### config.mk
export PLATFORM = sky130hd
export DESIGN_NAME = seqrec_top
export DESIGN_NICKNAME = d
export VERILOG_FILES = /design/src/rtl/seqrec_pkg.sv /design/src/rtl/seqrec_decode.sv /design/src/rtl/seqrec_next.sv /design/src/rtl/seqrec_top.sv
export SDC_FILE = /design/constraint.sdc
export NUM_CORES = 1
export LEC_CHECK = 0
export CAP_MARGIN = 20
export CORE_AREA = 2 2 39 41
export CTS_BUF_LIST = sky130_fd_sc_hd__clkbuf_8
export DETAILED_ROUTE_END_ITERATION = 8
export DIE_AREA = 0 0 41 43
export GPL_TIMING_DRIVEN = 0
export HOLD_SLACK_MARGIN = 0.02
export PLACE_DENSITY_LB_ADDON = 0.12
export SETUP_SLACK_MARGIN = 0.5
export SYNTH_ARGS = -nofsm -noshare
export SYNTH_HDL_FRONTEND = slang
export SYNTH_SLANG_ARGS = --single-unit
### constraint.sdc
create_clock -name clk -period 0.9 [get_ports clk]
set_input_delay 0.27 -clock clk [delete_from_list [all_inputs] [get_ports clk]]
set_output_delay 0.27 -clock clk [all_outputs]
set_load 0.01 [all_outputs]
### src/rtl/seqrec_pkg.sv
package seqrec_pkg;

    localparam int unsigned SYM_W = 2;
    localparam int unsigned ST_W  = 2;

    typedef enum logic [SYM_W-1:0] {
        SYM_A = 2'b00,
        SYM_B = 2'b01,
        SYM_C = 2'b10,
        SYM_D = 2'b11
    } sym_e;

    typedef enum logic [ST_W-1:0] {
        ST_IDLE  = 2'b00,
        ST_ARMED = 2'b01,
        ST_RUN   = 2'b10,
        ST_HIT   = 2'b11
    } st_e;

    typedef struct packed {
        st_e  st;
        logic hit;
    } regs_t;

endpackage

### src/rtl/seqrec_decode.sv
module seqrec_decode
    import seqrec_pkg::*;
(
    input  logic             valid,
    input  logic [SYM_W-1:0] code,
    output logic             take_b,
    output logic             take_d
);
    always_comb begin
        take_b = 1'b0;
        take_d = 1'b0;
        if (valid) begin
            case (sym_e'(code))
                SYM_B:   take_b = 1'b1;
                SYM_D:   take_d = 1'b1;
                default: ;
            endcase
        end
    end
endmodule

### src/rtl/seqrec_next.sv
module seqrec_next
    import seqrec_pkg::*;
(
    input  st_e  cur,
    input  logic take_b,
    input  logic take_d,
    output st_e  nxt
);
    // Anything without a listed transition keeps the current state.
    always_comb begin
        nxt = cur;
        case (cur)
            ST_IDLE:  if (take_b) nxt = ST_ARMED;
            ST_ARMED: if (take_b) nxt = ST_RUN;
            ST_RUN:   if (take_d) nxt = ST_HIT;
            default:  nxt = cur;
        endcase
    end
endmodule

### src/rtl/seqrec_top.sv
module seqrec_top
    import seqrec_pkg::*;
(
    input  logic             clk,
    input  logic             rst,
    input  logic             sym_valid,
    input  logic [SYM_W-1:0] sym_code,
    output logic             hit,
    output logic [ST_W-1:0]  state_obs
);
    regs_t r_q, r_d;
    logic  take_b, take_d;
    st_e   st_nxt;

    seqrec_decode u_dec (
        .valid  (sym_valid),
        .code   (sym_code),
        .take_b (take_b),
        .take_d (take_d)
    );

    seqrec_next u_nxt (
        .cur    (r_q.st),
        .take_b (take_b),
        .take_d (take_d),
        .nxt    (st_nxt)
    );

    always_comb begin
        r_d     = r_q;
        r_d.st  = st_nxt;
        r_d.hit = (st_nxt == ST_HIT);
    end

    always_ff @(posedge clk) begin
        if (rst) begin
            r_q <= '{st: ST_IDLE, hit: 1'b0};
        end else begin
            r_q <= r_d;
        end
    end

    assign hit       = r_q.hit;
    assign state_obs = r_q.st;
endmodule

======== Word-level counts from Yosys, hierarchy flattened ========
Index checks and enable logic that the tools add are counted.
storage, ports and cells
  input bits .............................. 5
  output and inout bits ................... 3
  bits in registers ....................... 3
operators by class
  reduce and logical (&&, ||, !) cells .... 1
  muxes and demuxes ....................... 8
  equal/unequal tests ..................... 5
operators by type and width
  cell                number
  $eq 2x2->1 const B  3
  $mux 2              3
  $pmux 2 s3          1
  $eq 2x1->1 const B  2
  $mux 1              4
  $logic_not 2->1     1

======== Logic depth before layout (Yosys ltp) ========
Gate-level depths: netlist (run 1).
  depth in word-level cells ............... 6
  gate-level depth with buffers ........... 3
  depth with buffers taken out ............ 3

======== By module ========
A second synthesis (run 1) with hierarchy kept.
second synthesis, totals
  cell total of the unflattened synthesis .. 12
  area, all modules ....................... 125.1 um^2
by module, submodules not included
  module         area each (um^2)  cells each  sequential area each (um^2)  instances
  seqrec_top     81.3              6           60.1                         1
  seqrec_next    27.5              4           0.0                          1
  seqrec_decode  16.3              2           0.0                          1

======== Least setup slack after synthesis (run 1) ========
OpenSTA, ideal clock, no wires.
  kind .................................... register to register
  start ................................... reg r_q, in the netlist state_obs[1]
  end ..................................... reg r_q, in the netlist state_obs[0]
  arrival ................................. 0.775 ns
  setup slack ............................. 0.039 ns
  cell stages (with the launch flop) ...... 3
  required time ........................... 0.814 ns
  clock period less this slack ............ 0.861 ns
  path through ............................ dfxtp_1 o211ai_1 a221oi_2
on the way
  word-level cells in the longest chain between the ends .. 2
  elaborated cells between the ends (all ways) .. 4
  those cells by class .................... eq/ne (2); mux (1); reduce/logical (1)
RTL lines
  item                                      line               source
  from (decl)                               seqrec_top.sv:11   regs_t r_q, r_d;
  from (signal assigned)                    seqrec_top.sv:37   r_q <= '{st: ST_IDLE, hit: 1'b0};
  from (signal assigned)                    seqrec_top.sv:39   r_q <= r_d;
  $eq 2x2->1, or another cell as far along  seqrec_next.sv:12  case (cur)
  $pmux 2 s3 (*)                            seqrec_next.sv:12
Every way passes the cells marked *; elsewhere a longest branch is shown, timed or not.
A chain may end at the register's enable or synchronous reset.

======== Final worst setup path (run 1) ========
  start ................................... reg r_q, in the netlist state_obs[0]
  end ..................................... out state_obs[0]
RTL lines
  item       line             source
  to (decl)  seqrec_top.sv:9  output logic [ST_W-1:0] state_obs
No word-level cell between the ends.

==> results of run 1 <==
flip-flops by register name, indices dropped and copies added, names as in the netlist:
| name | flops |
|---|---|
| hit | 1 |
| state_obs | 2 |
layout by cell type, fill, tap and decap left out, drive strengths merged:
cell type    netlist  final
dfxtp              3      3
a31oi              1      1
a221oi             1      1
buf                0      7
dlygate4sd2        0      4
nor2               1      1
nand3              1      1
mux2i              1      1
a41oi              1      1
inv                2      3
nor3b              1      1
o211ai             1      1
clkbuf             0      3
metrics by stage:
step / setup TNS (ps) / cells / hold WS (ps) / util (%)
2_1_floorplan: 0 / 13 / 327 / -
3_3_place_gp: -1620 / 36 / 511 / 16.6
3_5_place_dp: -1520 / 36 / 509 / 16.6
4_1_cts: -96.7 / 43 / 418 / 25.0
5_1_grt: -160 / 44 / 481 / 26.2
6_report: -81.2 / 44 / 456 / 26.2
cells by family (layout without fill, tap and decap cells):
group	after synthesis	in the layout	synth area share, %
and+or+nand+nor	3	3	12.4
DFF	3	3	45.7
muxes	1	1	7.62
buffers and inverters	2	17	5.71
AOI/OAI and AO/OA	4	4	28.6
synthesized netlist by cell type:
master    instances
dfxtp_1           3
a221oi_2          1
a31oi_1           1
a41oi_1           1
inv_1             1
inv_2             1
mux2i_1           1
nand3_1           1
nor2_1            1
nor3b_1           1
o211ai_1          1
where the power goes:
| group | total [W] | internal (W) | switching [W] |
|---|---|---|---|
| logic | 0.0000735 | 0.0000395 | 0.0000340 |
| clock network | 0.000377 | 0.000290 | 0.0000864 |
| registers | 0.000138 | 0.000134 | 0.00000395 |
worst paths after layout:
kind              slack [ps]  cells after the start                 endpoint               startpoint
setup / recovery         -40                      1             state_obs[0]  state_obs[0]$_SDFF_PP0_
hold / removal           460                      2  state_obs[0]$_SDFF_PP0_                      rst
setup reg to reg           0                      4  state_obs[0]$_SDFF_PP0_  state_obs[0]$_SDFF_PP0_
hold reg to reg          630                      3  state_obs[0]$_SDFF_PP0_  state_obs[0]$_SDFF_PP0_
layout make-up:
cell class                 instances  area share (%)
clock buffer                       3            11.4
clock inverter                     1            1.03
inverter                           2            2.07
multi-input combinational          8            28.3
sequential                         3            19.0
tap                               16            5.52
timing repair buffer              11            32.8
per-layer routing:
metal / part of all wire [%] / wire length, um / up-vias
li1: - / - / 80
met3: 13 / 57 / 0
met5: 0 / 0 / -
met1: 44 / 195 / 76
met2: 43 / 194 / 8
met4: 0 / 0 / 0
timing repair:
| action | CTS | global route |
|---|---|---|
| buffers inserted | 3 | 1 |
| endpoints found under the setup margin | 6 | 6 |
| pin swaps | 2 | 1 |
| gates resized for setup | 25 | 2 |
==> metrics, run 1 <==
DRT antenna net count=0; Pwr Total=~0.00059 W; DIE WIDTH=41 um; CTS H-tree lvls=1; pins over their slew limit=0; GP Congestion=between 0.5 and 0.6; CP top delay family=flip-flops; WP buf/inv=1; ant diodes=0; initial antenna violation count=0; crit path kind=flip-flop to output pin; Die ar.=1760 um^2; Multi-input gate area=103 um^2; IO Port Bufs=7; synthesized cell area=131 um^2; hold_buf cts=0; grt met1 use=about 6.4%; PnR worst setup slack=-43.8 ps; CTS clk-pin slew, worst paths=30 ps; YS warnings=0; post-synth top area share=45.7%; post-DP HPWL=roughly 260 um; DRC=0; Post-Place Worst Slack=-344 ps; Final Critical Period=944 ps; CTS Sinks=3; Register Area=roughly 70 um^2; num ports=8; Setup crit start kind=flip-flop; largest net degree at the start of global routing=6; TritonCTS clock tree=done; Largest stage delay, worst path=340 ps; CTS Buffer Depth=2; Placed Area=about 230 um^2; Slew HR=84.2%; met2 Use GR=7.50%; final hold violation count=0; Achievable Freq=between 1 and 1.5 GHz; crit end category=output pin; RSZ-0062 raised after global routing=yes; GRT overflow=0; Wirelength per Cell=10.1 um; vias in the first global route=approximately 180; VDD IR max=a little over 0.0004 V; status=complete, but fails checks; failing checks=setup timing; Seq cells post-synth=3; initial core utilization=9.49%; Final period util=105%; first-pass GRT wire length=641 um; register area share after synthesis=a little under half; share of post-route cells with drive strength above 1=67.9%; synth top area cells=dfxtp_1 (46%), a221oi_2 (11%), mux2i_1 (7.6%); Final Setup Violations=3; Core Box Area=1380 um^2; worst min path class=input pin to flip-flop; post-DR vias/cell=3.73; fin nets=34; Layout area overhead=176%; P_leak=0.145 nW; syn_nets=18; global-route met3 utilization=around 3.1%; Die Span Y=43 um; Power Dens Cells=1620 nW/um^2; Synth Area per Inst=10.1 um^2; DR vias=164; 1st-iter DRT viols=0; critical path's slowest cell=dfxtp_4; critical path required time=630 ps; clk root buf=clkbuf_8; synthesized instance count=13; clk_skew=around 3.6 ps; WP data arrival=670 ps; first drt pass iteration count=1; gr busiest metal=met2; CTS buffer count=3; worst-path cell chain=buf_6; Cell variety after synth=11; final wirelength=446 um; area leader, netlist=dfxtp_1; GRT Util Overall=5.61%; fin area=around 360 um^2; fill cell total of the finished layout=159; clk_lat worst skew=210 ps; max cap viols=0; Placement Rows=14; CP Max Fanout=2; worst slew pin tran=roughly 240 ps
(Power assumes the default switching activity.)
==> run 2: changes to the inputs <==
--- a/config.mk
+++ b/config.mk
@@ -5,9 +5,10 @@
 export SDC_FILE = /design/constraint.sdc
 export NUM_CORES = 1
 export LEC_CHECK = 0
-export CAP_MARGIN = 20
+export CAP_MARGIN = 40
 export CORE_AREA = 2 2 39 41
 export CTS_BUF_LIST = sky130_fd_sc_hd__clkbuf_8
+export CTS_CLUSTER_DIAMETER = 50
 export DETAILED_ROUTE_END_ITERATION = 8
 export DIE_AREA = 0 0 41 43
 export GPL_TIMING_DRIVEN = 0
==> results of run 2 <==
No change in the layout: final DEF, timing and power equal those of run 1.
